$ cat src/rtl/trap_priv_pkg.sv
package trap_priv_pkg;
    typedef enum logic [1:0] {
        PRIV_USER = 2'b00,
        PRIV_MACH = 2'b11
    } priv_e;

    // Source bit positions decoded by the interrupt controller.
    localparam int SRC_SW  = 3;
    localparam int SRC_TIM = 7;
    localparam int SRC_EXT = 11;
endpackage

$ cat src/rtl/trap_priv_fsm.sv
module trap_priv_fsm
    import trap_priv_pkg::*;
(
    input  logic       clk,
    input  logic       rst_n,
    input  logic       trap_enter_i,
    input  logic       trap_return_i,
    input  logic       stat_wr_i,
    input  logic       stat_ie_i,
    input  logic       stat_pie_i,
    input  logic [1:0] stat_pp_i,
    input  logic       stat_mprv_i,
    output logic [1:0] priv_o,
    output logic       ie_o,
    output logic       pie_o,
    output logic [1:0] pp_o,
    output logic       mprv_o,
    output logic       glb_en_o
);
    priv_e state_q, state_d;
    priv_e pp_q, pp_d, pp_wr;
    logic  ie_q, ie_d, pie_q, pie_d, mprv_q, mprv_d;

    assign pp_wr = (stat_pp_i == 2'b11) ? PRIV_MACH : PRIV_USER;

    // State register
    always_ff @(posedge clk) begin
        if (!rst_n) begin
            state_q <= PRIV_MACH;
            ie_q    <= 1'b0;
            pie_q   <= 1'b0;
            pp_q    <= PRIV_USER;
            mprv_q  <= 1'b0;
        end else begin
            state_q <= state_d;
            ie_q    <= ie_d;
            pie_q   <= pie_d;
            pp_q    <= pp_d;
            mprv_q  <= mprv_d;
        end
    end

    // Next state and stack update
    always_comb begin
        state_d = state_q;
        ie_d    = ie_q;
        pie_d   = pie_q;
        pp_d    = pp_q;
        mprv_d  = mprv_q;
        unique case (state_q)
            PRIV_MACH: begin
                if (trap_enter_i) begin
                    pie_d   = ie_q;
                    ie_d    = 1'b0;
                    pp_d    = PRIV_MACH;
                    state_d = PRIV_MACH;
                end else if (trap_return_i) begin
                    ie_d    = pie_q;
                    pie_d   = 1'b1;
                    state_d = pp_q;
                    pp_d    = PRIV_USER;
                    if (pp_q == PRIV_USER) mprv_d = 1'b0;
                end else if (stat_wr_i) begin
                    ie_d   = stat_ie_i;
                    pie_d  = stat_pie_i;
                    pp_d   = pp_wr;
                    mprv_d = stat_mprv_i;
                end
            end
            PRIV_USER: begin
                if (trap_enter_i) begin
                    pie_d   = ie_q;
                    ie_d    = 1'b0;
                    pp_d    = PRIV_USER;
                    state_d = PRIV_MACH;
                end else if (stat_wr_i) begin
                    ie_d   = stat_ie_i;
                    pie_d  = stat_pie_i;
                    pp_d   = pp_wr;
                    mprv_d = stat_mprv_i;
                end
            end
            default: state_d = PRIV_MACH;
        endcase
    end

    // Outputs
    always_comb begin
        priv_o   = state_q;
        ie_o     = ie_q;
        pie_o    = pie_q;
        pp_o     = pp_q;
        mprv_o   = mprv_q;
        glb_en_o = (state_q == PRIV_USER) || ie_q;
    end
endmodule

$ cat src/rtl/trap_irq_arb.sv
module trap_irq_arb
    import trap_priv_pkg::*;
#(
    parameter int IRQ_W   = 16,
    parameter int CAUSE_W = 32
) (
    input  logic [IRQ_W-1:0]   pend_i,
    input  logic [IRQ_W-1:0]   en_i,
    input  logic               glb_en_i,
    output logic               take_o,
    output logic [CAUSE_W-1:0] cause_o
);
    localparam int IDX_W  = $clog2(IRQ_W);
    localparam int NPRIO  = 3;
    localparam int PRIO [NPRIO] = '{SRC_EXT, SRC_SW, SRC_TIM};

    logic [IRQ_W-1:0] ready;
    logic [IDX_W-1:0] idx;

    assign ready = pend_i & en_i;

    always_comb begin
        take_o = 1'b0;
        idx    = '0;
        for (int k = NPRIO - 1; k >= 0; k--) begin
            if (glb_en_i && ready[PRIO[k]]) begin
                take_o = 1'b1;
                idx    = IDX_W'(PRIO[k]);
            end
        end
        cause_o = '0;
        if (take_o) begin
            cause_o[CAUSE_W-1]  = 1'b1;
            cause_o[IDX_W-1:0]  = idx;
        end
    end
endmodule

$ cat src/rtl/trap_priv_ctrl.sv
module trap_priv_ctrl
    import trap_priv_pkg::*;
#(
    parameter int IRQ_W   = 16,
    parameter int CAUSE_W = 32
) (
    input  logic               clk,
    input  logic               rst_n,
    input  logic [IRQ_W-1:0]   irq_pend_i,
    input  logic [IRQ_W-1:0]   irq_en_i,
    input  logic               trap_enter_i,
    input  logic               trap_return_i,
    input  logic               stat_wr_i,
    input  logic               stat_ie_i,
    input  logic               stat_pie_i,
    input  logic [1:0]         stat_pp_i,
    input  logic               stat_mprv_i,
    output logic [1:0]         priv_o,
    output logic               ie_o,
    output logic               pie_o,
    output logic [1:0]         pp_o,
    output logic               mprv_o,
    output logic               irq_take_o,
    output logic [CAUSE_W-1:0] irq_cause_o
);
    logic glb_en;

    trap_priv_fsm u_fsm (
        .clk          (clk),
        .rst_n        (rst_n),
        .trap_enter_i (trap_enter_i),
        .trap_return_i(trap_return_i),
        .stat_wr_i    (stat_wr_i),
        .stat_ie_i    (stat_ie_i),
        .stat_pie_i   (stat_pie_i),
        .stat_pp_i    (stat_pp_i),
        .stat_mprv_i  (stat_mprv_i),
        .priv_o       (priv_o),
        .ie_o         (ie_o),
        .pie_o        (pie_o),
        .pp_o         (pp_o),
        .mprv_o       (mprv_o),
        .glb_en_o     (glb_en)
    );

    trap_irq_arb #(.IRQ_W(IRQ_W), .CAUSE_W(CAUSE_W)) u_arb (
        .pend_i  (irq_pend_i),
        .en_i    (irq_en_i),
        .glb_en_i(glb_en),
        .take_o  (irq_take_o),
        .cause_o (irq_cause_o)
    );
endmodule

$ cat config.mk
export PLATFORM = sky130hd
export DESIGN_NAME = trap_priv_ctrl
export DESIGN_NICKNAME = d
export VERILOG_FILES = /design/src/rtl/trap_priv_pkg.sv /design/src/rtl/trap_priv_fsm.sv /design/src/rtl/trap_irq_arb.sv /design/src/rtl/trap_priv_ctrl.sv
export SDC_FILE = /design/constraint.sdc
export NUM_CORES = 1
export LEC_CHECK = 0
export BUFFER_PORTS_ARGS = -buffer_cell sky130_fd_sc_hd__buf_2
export CAP_MARGIN = 5
export CORE_MARGIN = 4
export CORE_UTILIZATION = 33
export DETAILED_ROUTE_END_ITERATION = 12
export MAX_ROUTING_LAYER = met4
export PLACE_DENSITY = 0.82
export SYNTH_ARGS = -nofsm -noshare
export SYNTH_HDL_FRONTEND = slang
export SYNTH_SLANG_ARGS = --single-unit
export TNS_END_PERCENT = 30
$ cat constraint.sdc
create_clock -name clk -period 1.75 [get_ports clk]
set_input_delay 0.175 -clock clk [delete_from_list [all_inputs] [get_ports clk]]
set_output_delay 0.175 -clock clk [all_outputs]
set_load 0.1 [all_outputs]
==> results, run 1 <==
- The initial standard-cell utilization of the core is 35.12%.
- In the final layout, the multi-input gates occupy 475.5 sq um.
- The total buffers and inverters traversed by the critical path is 2.
- The power spent charging and discharging nets is 588.8 uW.
- The overall die width is 54.16 microns.
- The final max-slew violation count is 0.
- For this run the aggregate overflow at the end of global routing stands at 0.
- The CTS root buffer is sky130_fd_sc_hd__clkbuf_4.
- After clock tree synthesis, the clock-pin slew on the worst setup and hold paths is 0.05 ns.
- The post-synthesis async set-or-reset flop share is 0%.
- The area occupied by registers is roughly 150 sq um.
- The portion of total power attributed to combinational logic is 63.5%.
- The count of buffers added by post-CTS timing repair for setup is 0.
- The die covers approximately 2900 sq um.
- After detailed routing, the average wire length per cell comes to 10.12 microns.
- The post-detailed-route DRC marker count is 0.
- For this design, the CTS-stage hold fixing added 0 buffers.
- The number of enable flip-flop cells after synthesis is 0.
- The top flip-flop cell by instance count after synthesis is sky130_fd_sc_hd__dfxtp_1.
- The I/O pin count is 82.
- The worst slack after detailed placement is 0.3076 ns.
- The placement row count is 16.
- Among cell families on the critical path, the largest total delay comes from buffers and inverters.
- After layout, the minimum clock period comes to between 1.5 and 2 ns.
- The category of the worst setup path capture point is an output port.
- The core region is 2002 sq um.
- The TritonCTS sink count is 7.
- The detailed placement HPWL is 1261 microns.
- In the layout the commonest cells are sky130_fd_sc_hd__conb_1 (27), sky130_fd_sc_hd__buf_2 (27), sky130_fd_sc_hd__nor2_1 (11).
- The congestion estimate from routability-driven global placement came to 0.6889.
- The longest clock path from root to sink contains 2 buffers.
- The signal arrival time at the worst endpoint is around 1.5 ns.
- The fraction of power spent switching nets is 62.71%.
- The core utilization of the finished layout is 41.81%.
- The synthesis warning total is 0.
- The final worst slack is 0.07002 ns.
- The design internal power is 350.1 uW.
- Of all nets on the critical path, the largest fanout is 6.
- The ratio of total power to cell area is 1122 nW/um^2.
- The final-layout fill cell count is between 200 and 250.
- The area growth from synthesis to layout is 19.04%.
- Setup repair after global routing left no endpoint under its margin.
- The fraction of final layout cells sized beyond drive strength 1 is 36.97%.
- Dividing the final minimum period by the clock period gives about 96%.
- For this design, the slowest cell found on the critical path is sky130_fd_sc_hd__buf_2.
- The number of hold-slack violations in the final timing report is 0.
- On the worst path, the slowest cell contributes a delay of around 0.44 ns.
- The mean area per synthesized cell is around 7.6 sq um.
- The initial antenna violation count was 0.
- The die extent in y is between 50 and 60 microns.
- The sequential share of power is 20.7%.
- The number of clock buffers added by TritonCTS is 3.
- Synthesis inferred 7 register bits.
- The tool flagged a number of max-cap violations equal to 0.
- The final layout contains 164 nets.
- The via count of the first global-routing pass is 534.
- At the later pin of the worst-skew pair, clock insertion delay measures 0.25 ns.
- The average via count per standard cell is 4.260.
- The first TritonRoute pass finished after 4 iterations.
- Sequential elements use 19.93% of the synthesized area.
- The repair_antennas step left the layout with diodes totalling 0.
- Setup violations remaining at the end of the flow were counted as 0.
- The synthesized netlist contains 28 unique library cells.
- The count of nets left with antenna violations once routing finished came out at 0.
- Based on the critical path, the design can be clocked at up to 595.2 MHz.
- In the global route stage, overall resource usage came out at 10.82%.
- The H-tree level count is 1.
- Entering global routing, the biggest net connects 11 pins.
- The via count of the routed design is 622.
- The setup path with the least slack is of type flop to output port.
- STA classifies the critical path startpoint as a flop.
- The flow ran to the end, and the final reports show no timing, DRC or antenna violations.
- For the worst setup path, the data required time is 1.57 ns.
- The area of the mapped netlist is 703.2 sq um.
- The class of the tightest hold or removal check is primary input to flop.
- The worst vdd rail ir drop is 0.4765 mV.
- The critical path goes through inv_2 > ha_4 > nor2_4 > a31oi_4 > buf_2.
- The clock tree from TritonCTS is done.
- Buffers placed on the I/O ports in this run total 28.
- The synthesized instance count is 93.
- The total leakage power is between 0.4 and 0.5 nW.
- The first routing iteration left 9 violations.
- The clock network accounts for 15.8% of the total power.
- The first-pass GRT wire length is roughly 2200 microns.
- The maximum clock skew at final layout is 0.003798 ns.
- Across all hold checks on the routed design, the worst slack comes to 0.1660 ns.
- After detailed routing, the total wire length is 1478 microns.
[flip-flops by register name (all words and copies together) (netlist names)]
register      cells
u_fsm.priv_o      2
u_fsm.mprv_o      1
u_fsm.ie_o        1
u_fsm.pp_o        2
u_fsm.pie_o       1
[worst reg2reg max path, delay by kind of cell, from the launching register on]
family	cells	cell delay, ns
AOI/OAI and AO/OA	2	0.30
DFF	1	0.35
adders and majority gates	1	0.23
and+or+nand+nor	2	0.41
[per-layer routing]
layer / part of all wire [%] / vias to the layer above / wire length (microns) / global-route usage (%)
met4: 1.2 / 0 / 17 / 3.734
met1: 34 / 276 / 504 / 11.22
met3: 13 / 3 / 195 / 4.155
met5: 0 / - / 0 / -
li1: - / 307 / - / -
met2: 51 / 36 / 761 / 18.53
[worst paths after layout]
kind,from,end,slack (ns),cells past startpoint
setup / recovery,u_fsm.priv_o[1],irq_take_o,0.07,5
setup reg to reg,u_fsm.priv_o[0],u_fsm.priv_o[1],0.35,5
hold reg to reg,u_fsm.mprv_o,u_fsm.mprv_o,0.52,2
hold / removal,rst_n,u_fsm.priv_o[0],0.17,2
[cells in the mapped netlist (2+ instances only)]
cell type,count,area [sq um]
sky130_fd_sc_hd__buf_4,29,217.7
sky130_fd_sc_hd__o21ai_0,2,10.01
sky130_fd_sc_hd__o211ai_1,2,15.01
sky130_fd_sc_hd__nor2b_1,3,18.77
sky130_fd_sc_hd__nor3_1,2,10.01
sky130_fd_sc_hd__a31oi_1,2,12.51
sky130_fd_sc_hd__nor4bb_1,2,20.02
sky130_fd_sc_hd__nand2_1,9,33.78
sky130_fd_sc_hd__o41ai_1,2,17.52
sky130_fd_sc_hd__ha_1,2,25.02
sky130_fd_sc_hd__dfxtp_1,7,140.1
sky130_fd_sc_hd__nor2_1,13,48.80
sky130_fd_sc_hd__a211oi_1,2,15.01
sky130_fd_sc_hd__inv_1,2,7.510
[repair_timing]
action | CTS | global route
resized for setup | 0 | 1
endpoints found under the setup margin | 0 | 1
hold endpoints to repair | 0 | 0
[power by group through the flow]
stage	Clock [mW]	Sequential (mW)	Combinational (mW)
after floorplan	0	0.320	0.472
after global placement	0	0.197	0.589
after detailed placement	0	0.198	0.595
after CTS	0.155	0.195	0.596
after global routing	0.164	0.198	0.621
final	0.148	0.195	0.596
[per-stage QoR]
stage	TNS (ns)	total power, mW	instances	cell area, sq um
floorplan	-0.3163	0.7921	119	900.9
global placement	0	0.7856	142	808.3
detailed placement	0	0.7933	142	808.3
CTS	0	0.9454	146	834.6
global route	0	0.9828	146	837.1
finish	0	0.9389	146	837.1
[layout make-up]
class	instances	area share, %
multi-input combinational	78	56.80
tap	27	4.036
timing repair buffer	28	17.04
inverter	2	0.8969
clock buffer	4	3.139
sequential	7	18.09
[logic make-up after synthesis]
logic type      after synthesis  share of synthesized area, %
buf+inv                      34                         35.41
other cells                   1                        0.5333
fa+ha+maj                     2                         3.558
mux                           1                         1.424
compound gates               15                         15.84
simple gates                 33                         23.31
flops                         7                         19.93
Note: power is estimated with default switching activity, not from simulation.
==> run 2, diff against run 1 <==
ABC_AREA = 1   (was unset)
CORE_UTILIZATION = 34   (was 33)
PLACE_DENSITY = 0.81   (was 0.82)
clock period = 1.8 ns   (was 1.75 ns; I/O delays follow)
==> run 2 against run 1 <==
Net effect:
- register-to-register slack better by 0.13 ns
- flip-flop and latch count unchanged
- synthesized area grew 7.7%
- setup slack gained 0.0045 ns
- clock skew up 0.0029 ns
- highest routed layer unchanged
==> results, run 2 <==
- The run finished with clean final reports.
- The H-tree level count is 1.
- The routed wire length per instance is between 9 and 10 microns.
- The top flip-flop cell by instance count after synthesis is sky130_fd_sc_hd__dfxtp_1.
- The category of the worst setup path capture point is an output port.
- The final worst slack is about 0.075 ns.
- The number of distinct library cells after synthesis is 16.
- The worst vdd rail ir drop is just under 0.6 mV.
- At the end of routability-driven placement, the weighted congestion stood at 0.8805.
- The setup slack of the most critical reg-to-reg path is 0.48 ns.
- The clock passes through at most 2 buffers.
- In this run the critical register-to-register path is launched from u_fsm.priv_o[0].
- In the finished design, the share of the clock period the worst path needs comes to 95.86%.
- The DRC marker count from the first detailed-route iteration is 11.
- The total leakage power is 0.5774 nW.
- The startpoint type of the worst setup path is a flop.
- The post-synthesis async set-or-reset flop share is 0%.
- After detailed routing, the total wire length is 1691 microns.
- Counting the fill cells in the layout gives approximately 210.
- The worst min-delay path endpoint is u_fsm.priv_o[0].
- In the post-synthesis netlist, the cell with the most instances is sky130_fd_sc_hd__nand2_1.
- The antenna diode count is 0.
- The most frequent standard cell in the layout excluding fill and tap cells is sky130_fd_sc_hd__nand2_1.
- Across the run, the number of max-cap violations was 0.
- Prior to clock tree synthesis, the placed netlist has a worst setup slack of 0.2546 ns.
- By area the synthesized netlist is led by sky130_fd_sc_hd__buf_4 (29%), sky130_fd_sc_hd__dfxtp_1 (19%), sky130_fd_sc_hd__nand2_1 (15%), sky130_fd_sc_hd__nor2_1 (7.9%), sky130_fd_sc_hd__inv_1 (7.4%).
- The later-pin clock latency in the skew report is 0.27 ns.
- The die covers just over 3000 sq um.
- The number of hold-slack violations in the final timing report is 0.
- The pin count of the biggest net entering global routing is 8.
- The region available for standard cell placement spans 2042 sq um.
- For this run, the total global-route usage over all layers was measured as 12.03%.
- The via count of the first global-routing pass came to 614.
- The worst hold path passes through 2 cells.
- The initial antenna violation count was 0.
- The first-pass GRT wire length is 2484 microns.
- The die is 55.19 microns wide.
- Clock-pin slew was measured on the worst setup and hold paths at around 0.06 ns.
- Power spread over the standard cell area amounts to 1152 nW/um^2.
- In this run the core area contains 16 standard-cell rows.
- Setup repair after global routing could not meet its margin everywhere.
- The fraction of post-synthesis cell area in the top cell type by area is 28.76%.
- After detailed routing, the number of remaining DRC violations is 0.
- The library cells used most frequently in the layout, excluding fill and tap cells, are sky130_fd_sc_hd__nand2_1 (29), sky130_fd_sc_hd__conb_1 (27), sky130_fd_sc_hd__buf_2 (23).
- The worst hold path begins at rst_n.
- In this run the mean area of a mapped cell was between 5 and 6 sq um.
- The pre-antenna-repair detailed-routing pass consisted of 4 iterations.
- At the end of the flow the core is filled with cells to 49.39%.
- The worst hold slack across all endpoints is between 0.15 and 0.2 ns.
- The signal arrival time at the worst endpoint is 1.55 ns.
- Compared with the post-synthesis result, the final layout area differs by 33.22%.
- The number of buffers created by CTS is 3.
- Across all layers, the routed design uses 758 vias.
- Counting every instance in the synthesized netlist gives 127.
- The die extent in y is between 50 and 60 microns.
- The Yosys step of the flow raised 0 warnings.
- The number of antenna-violating nets in the routed design is 0.
- The data required time of the worst path is about 1.6 ns.
- Setup violations remaining at the end of the flow were counted as 0.
- At the end of the flow, the number of nets in the layout was roughly 200.
- The maximum clock rate is 579.6 MHz.
- Cells with a size suffix above 1 make up approximately a third of the layout.
- The clock tree from TritonCTS is done.
- The TritonCTS sink count is 7.
- On the final layout, the worst clock skew is 0.006666 ns.
- After detailed routing, the number of vias per cell comes to between 4 and 5.
- The capturing point of the worst reg2reg path is u_fsm.priv_o[1].
- The tightest min-delay check is of the primary input to flop type.
- Once the floorplan was initialized, standard cells occupied 37.07% of the core.
- The biggest area contributor in the post-synthesis netlist is sky130_fd_sc_hd__buf_4.
- The CTS root buffer is sky130_fd_sc_hd__clkbuf_4.
- The critical path is of the flop to output port type.
- Subtracting the final worst setup slack from the clock period gives 1.725 ns.
- The proportion of synthesized chip area in sequential cells is 18.51%.
- Detailed placement finished with a half-perimeter wire length of 1459 microns.
- The commonest cells after synthesis are sky130_fd_sc_hd__nand2_1 (31), sky130_fd_sc_hd__buf_4 (29), sky130_fd_sc_hd__nor2_1 (16), sky130_fd_sc_hd__inv_1 (15), sky130_fd_sc_hd__nand3_1 (10).
- In this run the worst path has a maximum fanout of 3.
- The final max-slew violation count is 0.
- The count of input and output buffers is 28.
- The depth of the worst register-to-register path is 10.
- Summing internal, switching and leakage power gives 1.162 mW.
- Counting flops with a built-in enable in the synthesized netlist gives 0.
- Global routing finished with a remaining overflow of 0.
- The I/O pin count is 82.
- Counting flops and latches in the post-synthesis netlist gives 7.
- The area of the mapped netlist is 757.0 sq um.
[run 2: changes by cell type in the layout (fill, tap and decap cells not counted), sizes merged, moves of 4 or more]
cell | before | now
nor2 | 13 | 17
nand3 | 1 | 10
nand2 | 9 | 33
nor2b | 4 | 0
a21oi | 0 | 5
buf | 27 | 32
inv | 2 | 17
[run 2: worst max-delay path, stage by stage (launching register included)]
cell and delay [ns]:
sky130_fd_sc_hd__dfxtp_4 0.35, sky130_fd_sc_hd__inv_4 0.05, sky130_fd_sc_hd__ha_4 0.14, sky130_fd_sc_hd__nor2_4 0.04
sky130_fd_sc_hd__nand3b_1 0.31, sky130_fd_sc_hd__nor2_4 0.20, sky130_fd_sc_hd__buf_12 0.18
[run 2: worst max path at each step]
stage                                from             end  slack, ns  depth (start not counted)
after global placement    u_fsm.priv_o[1]  irq_cause_o[1]       0.27                          7
after CTS                 u_fsm.priv_o[1]  irq_cause_o[2]      0.002                          6
after detailed placement  u_fsm.priv_o[1]  irq_cause_o[1]       0.25                          7
after global routing      u_fsm.priv_o[0]  irq_cause_o[2]     -0.008                          6
final                     u_fsm.priv_o[0]  irq_cause_o[2]       0.07                          6
after floorplan           u_fsm.priv_o[1]  irq_cause_o[1]      -0.06                          6
[run 2: logic make-up (layout without fill, tap and decap cells)]
logic type	count (synthesis)	count (layout)	share of synthesized area, %
other	1	27	0.4954
AO/OA/AOI/OAI	7	7	4.628
AND/OR/NAND/NOR	64	64	35.87
adder cells (fa/ha/maj)	2	2	3.305
buffers and inverters	46	53	37.19
flip-flops	7	7	18.51
[run 2: layout make-up]
| type | instances | area (sq um) | share of cell area, % |
|---|---|---|---|
| tap | 27 | 33.78 | 3.350 |
| clock inverter | 1 | 5.005 | 0.4963 |
| timing repair buffer | 32 | 245.2 | 24.32 |
| sequential | 7 | 151.4 | 15.01 |
| inverter | 17 | 68.82 | 6.824 |
| clock buffer | 3 | 22.52 | 2.233 |
| multi-input combinational | 100 | 481.7 | 47.77 |
[run 2: metal layers]
metal	GRT usage, %	up-vias	part of all wire, %
met3	1.877	4	11
met5	-	-	0
met4	7.287	0	1.4
met2	22.05	40	50
met1	11.83	317	38
li1	-	397	-
[run 2: per-stage QoR]
step                      area [sq um]  setup TNS (ns)  std cells
final                             1008               0        187
after global routing              1008       -0.008286        187
after CTS                        973.4               0        183
after detailed placement         942.2               0        179
after global placement           942.2               0        179
after floorplan                  935.9         -0.1234        153
[run 2: repair_timing]
item	CTS	global route
endpoints found under the hold margin	0	0
setup buffers	0	4
endpoints found under the setup margin	4	5
pin swaps	0	3
gates resized for setup	1	2
hold buffers	0	0
[run 2: report_power, final]
part,internal (mW),switching [mW],total (mW)
Clock,0.0820,0.0726,0.155
Combinational,0.152,0.650,0.803
Sequential,0.182,0.0223,0.205
Total,0.417,0.745,1.16
